**src/rtl/time_of_year_counter.sv**
```systemverilog
module time_of_year_counter #(
  parameter int US_PER_SEC  = 1000000,
  parameter int DAYS_NORMAL = 365
) (
  input  logic        clk,
  input  logic        rst_n,
  input  logic        tick_us,
  input  logic        leap_year,
  input  logic        bus_wr,
  input  logic        bus_rd,
  input  logic        bus_addr,
  input  logic [31:0] bus_wdata,
  output logic [31:0] bus_rdata,
  input  logic        sync_stb,
  input  logic [8:0]  sync_day,
  input  logic [4:0]  sync_hour,
  input  logic [5:0]  sync_min,
  input  logic [5:0]  sync_sec,
  output logic        sec_pulse
);

  localparam logic [19:0] US_LAST  = 20'(US_PER_SEC - 1);
  localparam logic [8:0]  DAY_NORM = 9'(DAYS_NORMAL);

  logic [8:0]  day_q;
  logic [4:0]  hour_q;
  logic [5:0]  min_q, sec_q;
  logic [19:0] us_q;
  logic [13:0] hi_stage_q, hi_snap_q;

  logic sw_load, advance;
  logic us_last, sec_last, min_last, hour_last, day_last;
  logic [8:0] day_top;

  assign sw_load   = bus_wr && !bus_addr;
  assign advance   = tick_us && !sw_load && !sync_stb;
  assign day_top   = leap_year ? DAY_NORM + 9'd1 : DAY_NORM;
  assign us_last   = us_q >= US_LAST;
  assign sec_last  = sec_q >= 6'd59;
  assign min_last  = min_q >= 6'd59;
  assign hour_last = hour_q >= 5'd23;
  assign day_last  = day_q >= day_top;

  assign bus_rdata = bus_addr ? {18'd0, hi_snap_q} : {min_q, sec_q, us_q};

  always_ff @(posedge clk or negedge rst_n) begin
    if (!rst_n) begin
      day_q  <= 9'd1;
      hour_q <= '0;
      min_q  <= '0;
      sec_q  <= '0;
      us_q   <= '0;
    end else if (sw_load) begin
      {day_q, hour_q}       <= hi_stage_q;
      {min_q, sec_q, us_q}  <= bus_wdata;
    end else if (sync_stb) begin
      day_q  <= sync_day;
      hour_q <= sync_hour;
      min_q  <= sync_min;
      sec_q  <= sync_sec;
      us_q   <= '0;
    end else if (advance) begin
      us_q <= us_last ? '0 : us_q + 20'd1;
      if (us_last) begin
        sec_q <= sec_last ? '0 : sec_q + 6'd1;
        if (sec_last) begin
          min_q <= min_last ? '0 : min_q + 6'd1;
          if (min_last) begin
            hour_q <= hour_last ? '0 : hour_q + 5'd1;
            if (hour_last) day_q <= day_last ? 9'd1 : day_q + 9'd1;
          end
        end
      end
    end
  end

  always_ff @(posedge clk or negedge rst_n) begin
    if (!rst_n) begin
      hi_stage_q <= '0;
      hi_snap_q  <= '0;
      sec_pulse  <= 1'b0;
    end else begin
      if (bus_wr && bus_addr) hi_stage_q <= bus_wdata[13:0];
      if (bus_rd && !bus_addr) hi_snap_q <= {day_q, hour_q};
      sec_pulse <= advance && us_last;
    end
  end

  AST_TICK_STEP: assert property (@(posedge clk) disable iff (!rst_n)
    (advance && !us_last) |=> us_q == $past(us_q) + 20'd1);
  AST_IDLE_HOLD: assert property (@(posedge clk) disable iff (!rst_n)
    (!tick_us && !sync_stb && !bus_wr) |=> $stable({day_q, hour_q, min_q, sec_q, us_q}));
  AST_US_ROLL: assert property (@(posedge clk) disable iff (!rst_n)
    (advance && us_last) |=> (us_q == '0) && sec_pulse);
  AST_PULSE_SINGLE: assert property (@(posedge clk) disable iff (!rst_n)
    sec_pulse |=> !sec_pulse);
  AST_SYNC_LOAD: assert property (@(posedge clk) disable iff (!rst_n)
    (sync_stb && !sw_load) |=> (us_q == '0) && (sec_q == $past(sync_sec)) && !sec_pulse);
  AST_SW_FIRST: assert property (@(posedge clk) disable iff (!rst_n)
    sw_load |=> {min_q, sec_q, us_q} == $past(bus_wdata));
  AST_DAY_NONZERO: assert property (@(posedge clk) disable iff (!rst_n)
    (advance && day_q != '0) |=> day_q != '0);

endmodule

```
**config.mk**
```make
export PLATFORM = sky130hd
export DESIGN_NAME = time_of_year_counter
export DESIGN_NICKNAME = d
export VERILOG_FILES = /design/src/rtl/time_of_year_counter.sv
export SDC_FILE = /design/constraint.sdc
export NUM_CORES = 1
export LEC_CHECK = 0
export BUFFER_PORTS_ARGS = -buffer_cell sky130_fd_sc_hd__clkbuf_2
export CAP_MARGIN = 10
export CORE_MARGIN = 1
export CORE_UTILIZATION = 40
export CTS_BUF_LIST = sky130_fd_sc_hd__clkbuf_2
export CTS_CLUSTER_SIZE = 24
export DETAILED_ROUTE_END_ITERATION = 8
export HOLD_SLACK_MARGIN = 0.1
export SYNTH_ARGS = -nofsm -noshare
export SYNTH_HDL_FRONTEND = slang
export SYNTH_SLANG_ARGS = --single-unit
```
**constraint.sdc**
```tcl
create_clock -name clk -period 5.8 [get_ports clk]
set_input_delay 0.58 -clock clk [delete_from_list [all_inputs] [get_ports clk]]
set_output_delay 0.58 -clock clk [all_outputs]
set_load 0.01 [all_outputs]
```
==> results.sh <==
export IMPL_status="finished with violations"
export IMPL_failed_checks="design-rule violations"
export IMPL_synthAdderAreaFrac=0.0184
export IMPL_power_density_nw_per_um2=271
export IMPL_cts_hold_buffers_added=0
export IMPL_tightestPinTransition_ps=1010
export IMPL_share_of_the_synthesized_area_in_compound_gates_ao_oa_aoi_oai=0.212
export IMPL_synth_top_area_share=0.390
export IMPL_timing_rr_start="day_q[0]"
export IMPL_yosys_warnings=0
export IMPL_unrepaired_setup_endpoints_after_global_routing="no"
export IMPL_maxSlewHeadroom=0.324
export IMPL_post_route_cells_drive_above_1_share=0.284
export IMPL_io_buffer_count=98
export IMPL_initial_core_util=0.413
export IMPL_ctsLongestPathBuffers=2
export IMPL_gp_routability_congestion=0.868
export IMPL_setup_worst_path_class="primary input to flop"
export IMPL_timing_final_crit_period_ps=2720
export IMPL_power_leakage_nw=2.38
export IMPL_synthArstFlopShare=1.00
export IMPL_r2r_cells=7
export IMPL_fin_setup_tns_ps=0
export IMPL_numClockSinks=75
export IMPL_root_buffer="sky130_fd_sc_hd__clkbuf_2"
export IMPL_detailroute_via_count=4349
export IMPL_worst_setup_path_startpoint="bus_addr"
export IMPL_max_stage_delay_ps=710
export IMPL_crit_chain="clkbuf_2 > nand2b_1 > and4_1 > a21oi_2 > o21ai_0 > a22o_1"
export IMPL_main_combinational_cell_family_by_area_after_synthesis="compound AO/OA/AOI/OAI gates"
export IMPL_synth_most_common_cell="sky130_fd_sc_hd__dfrtp_1"
export IMPL_drc=8
export IMPL_cts_setup_buffers=0
export IMPL_simple_gate_share_of_the_synthesized_area=0.201
export IMPL_globalRoute_totalOverflow=0
export IMPL_cp_end_kind="flop"
export IMPL_drv_cap=0
export IMPL_worst_ep_required_time_ps=6270
export IMPL_yosys_area_top_type="sky130_fd_sc_hd__dfrtp_1"
export IMPL_finalClockSkew_ps=35.1
export IMPL_buffers_plus_inverters_on_the_worst_setup_path=1
export IMPL_routed_via_density=5.84
export IMPL_worst_path_max_delay_cell="sky130_fd_sc_hd__a21oi_2"
export IMPL_worstPathArrival_ps=3190
export IMPL_final_setup_viol_count=0
export IMPL_drtIter0Drc=307
export IMPL_synthesis_instances=518
export IMPL_antenna_left=0
export IMPL_worst_r2r_endpoint="day_q[3]"
export IMPL_ys_seq_elements=75
export IMPL_flow_area_growth_from_synthesis_pct=13.4
export IMPL_htree_levels=3
export IMPL_syn_nets=591
export IMPL_core_area_um2=11500
export IMPL_wire_per_inst_um=18.0
export IMPL_die_height_um=111
export IMPL_grt_first_pass_wirelength_um=21900
export IMPL_synth_cell_types=70
export IMPL_post_cts_resized=0
export IMPL_rows=39
export IMPL_holdWs_ps=135
export IMPL_numCtsBuffers=9
export IMPL_insertedDiodeCount=0
export IMPL_crit_start_category="primary input"
export IMPL_synth_avg_cell_area_um2=9.18
export IMPL_post_route_worst_setup_slack_ps=3080
export IMPL_worstSkewPairLatency_ps=560
export IMPL_worst_ir_drop_vdd_mv=0.160
export IMPL_crit_family="compound AO/OA/AOI/OAI gates"
export IMPL_hold_violation_total_from_the_final_report=0
export IMPL_slew_violations=0
export IMPL_clkTransAtPathRegs_ps=230
export IMPL_yosys_most_used_dff="sky130_fd_sc_hd__dfrtp_1"
export IMPL_firstDrtPassIters=7
export IMPL_wirelength_um=13400
export IMPL_design_die_area_um2=12300
export IMPL_max_freq_mhz=368
export IMPL_ff2ff_setup_slack_ps=3280
export IMPL_synth_enable_flop_cells=0
export IMPL_antenna_found_initial=0
export IMPL_syn_cell_area_um2=4750
export IMPL_finalNetCount=670
export IMPL_synth_cells_most_frequent="sky130_fd_sc_hd__dfrtp_1 (74), sky130_fd_sc_hd__nand2_1 (51), sky130_fd_sc_hd__mux2_2 (42)"
export IMPL_final_min_period_over_clock_period=0.469
export IMPL_synthTopCellsByArea="sky130_fd_sc_hd__dfrtp_1 (39%), sky130_fd_sc_hd__mux2_2 (9.9%), sky130_fd_sc_hd__o21ai_0 (4.3%)"
export IMPL_first_global_vias=4124
export IMPL_pin_count=99
export IMPL_hold_path_class="primary input to asynchronous set/reset pin"
export IMPL_post_synth_xor_area_fraction=0.0111
export IMPL_synthMuxAreaShare=0.112
export IMPL_dp_hpwl_um=9470
export IMPL_synth_yosys_seq_area_share=0.395
export IMPL_die_width_um=111
export IMPL_grt_util_all_layers=0.225
export IMPL_worstPathMaxFanout=37
export IMPL_dpl_ws_ps=2510
export IMPL_cts_tree="yes"
export IMPL_grt_start_max_net_pins=76
cells by family after synthesis:
family	Yosys count
compound gates	150
xor+xnor	6
fa+ha+maj	7
buf+inv	50
flops	75
mux	48
simple gates	182
layout by cell type, fill, tap and decap left out, types with 8 or more instances in the layout:
master,instances
sky130_fd_sc_hd__clkbuf_2,106
sky130_fd_sc_hd__dfrtp_1,74
sky130_fd_sc_hd__nand2_1,51
sky130_fd_sc_hd__mux2_2,42
sky130_fd_sc_hd__o21ai_0,41
sky130_fd_sc_hd__a21oi_1,29
sky130_fd_sc_hd__nor2_1,28
sky130_fd_sc_hd__nand3_1,27
sky130_fd_sc_hd__inv_1,17
sky130_fd_sc_hd__nor2b_1,14
sky130_fd_sc_hd__or3_1,12
sky130_fd_sc_hd__or4_1,9
sky130_fd_sc_hd__a31oi_1,9
sky130_fd_sc_hd__nand4_1,8
sky130_fd_sc_hd__and3_1,8
how the worst max path moves through the flow:
stage / end / slack, ps / depth (start not counted)
floorplan: day_q[3] / 3640 / 7
global placement: day_q[3] / 2550 / 7
detailed placement: us_q[12] / 2510 / 6
CTS: us_q[14] / 3140 / 6
global route: us_q[14] / 2920 / 6
finish: us_q[12] / 3080 / 6
layout make-up:
class	count	area (um^2)
Clock inverter	7	58.8
Tap cell	143	179
Fill cell	1135	6130
Multi-Input combinational cell	393	2650
Clock buffer	9	45.0
Sequential cell	75	1880
Inverter	17	63.8
Timing Repair Buffer	101	515
sequential cells by signal, summed over array words and instances (netlist names):
register    flops
hi_stage_q     14
sec_pulse       1
sec_q           6
us_q           20
hour_q          5
day_q           9
min_q           6
hi_snap_q      14
where the power goes:
part           internal (mW)  total (mW)  switching [mW]
sequential             0.619       0.737           0.117
clock                 0.0936       0.289           0.195
combinational          0.205       0.434           0.229
metrics by stage:
step	cells	utilization	cell area (um^2)	power (mW)
3_5_place_dp	729	0.459	5290	1.18
5_1_grt	745	0.468	5390	1.56
6_report	745	0.468	5390	1.46
2_1_floorplan	518	-	4750	1.02
4_1_cts	745	0.468	5390	1.47
3_3_place_gp	729	0.459	5290	1.17
routing by layer:
metal  wire, um  vias up  track usage
met5          0        -            0
met4        225        0       0.0703
met3        624       15       0.0536
met2       6350      113        0.356
met1       6210     2118        0.304
li1           -     2103            -
(Power assumes the default switching activity.)
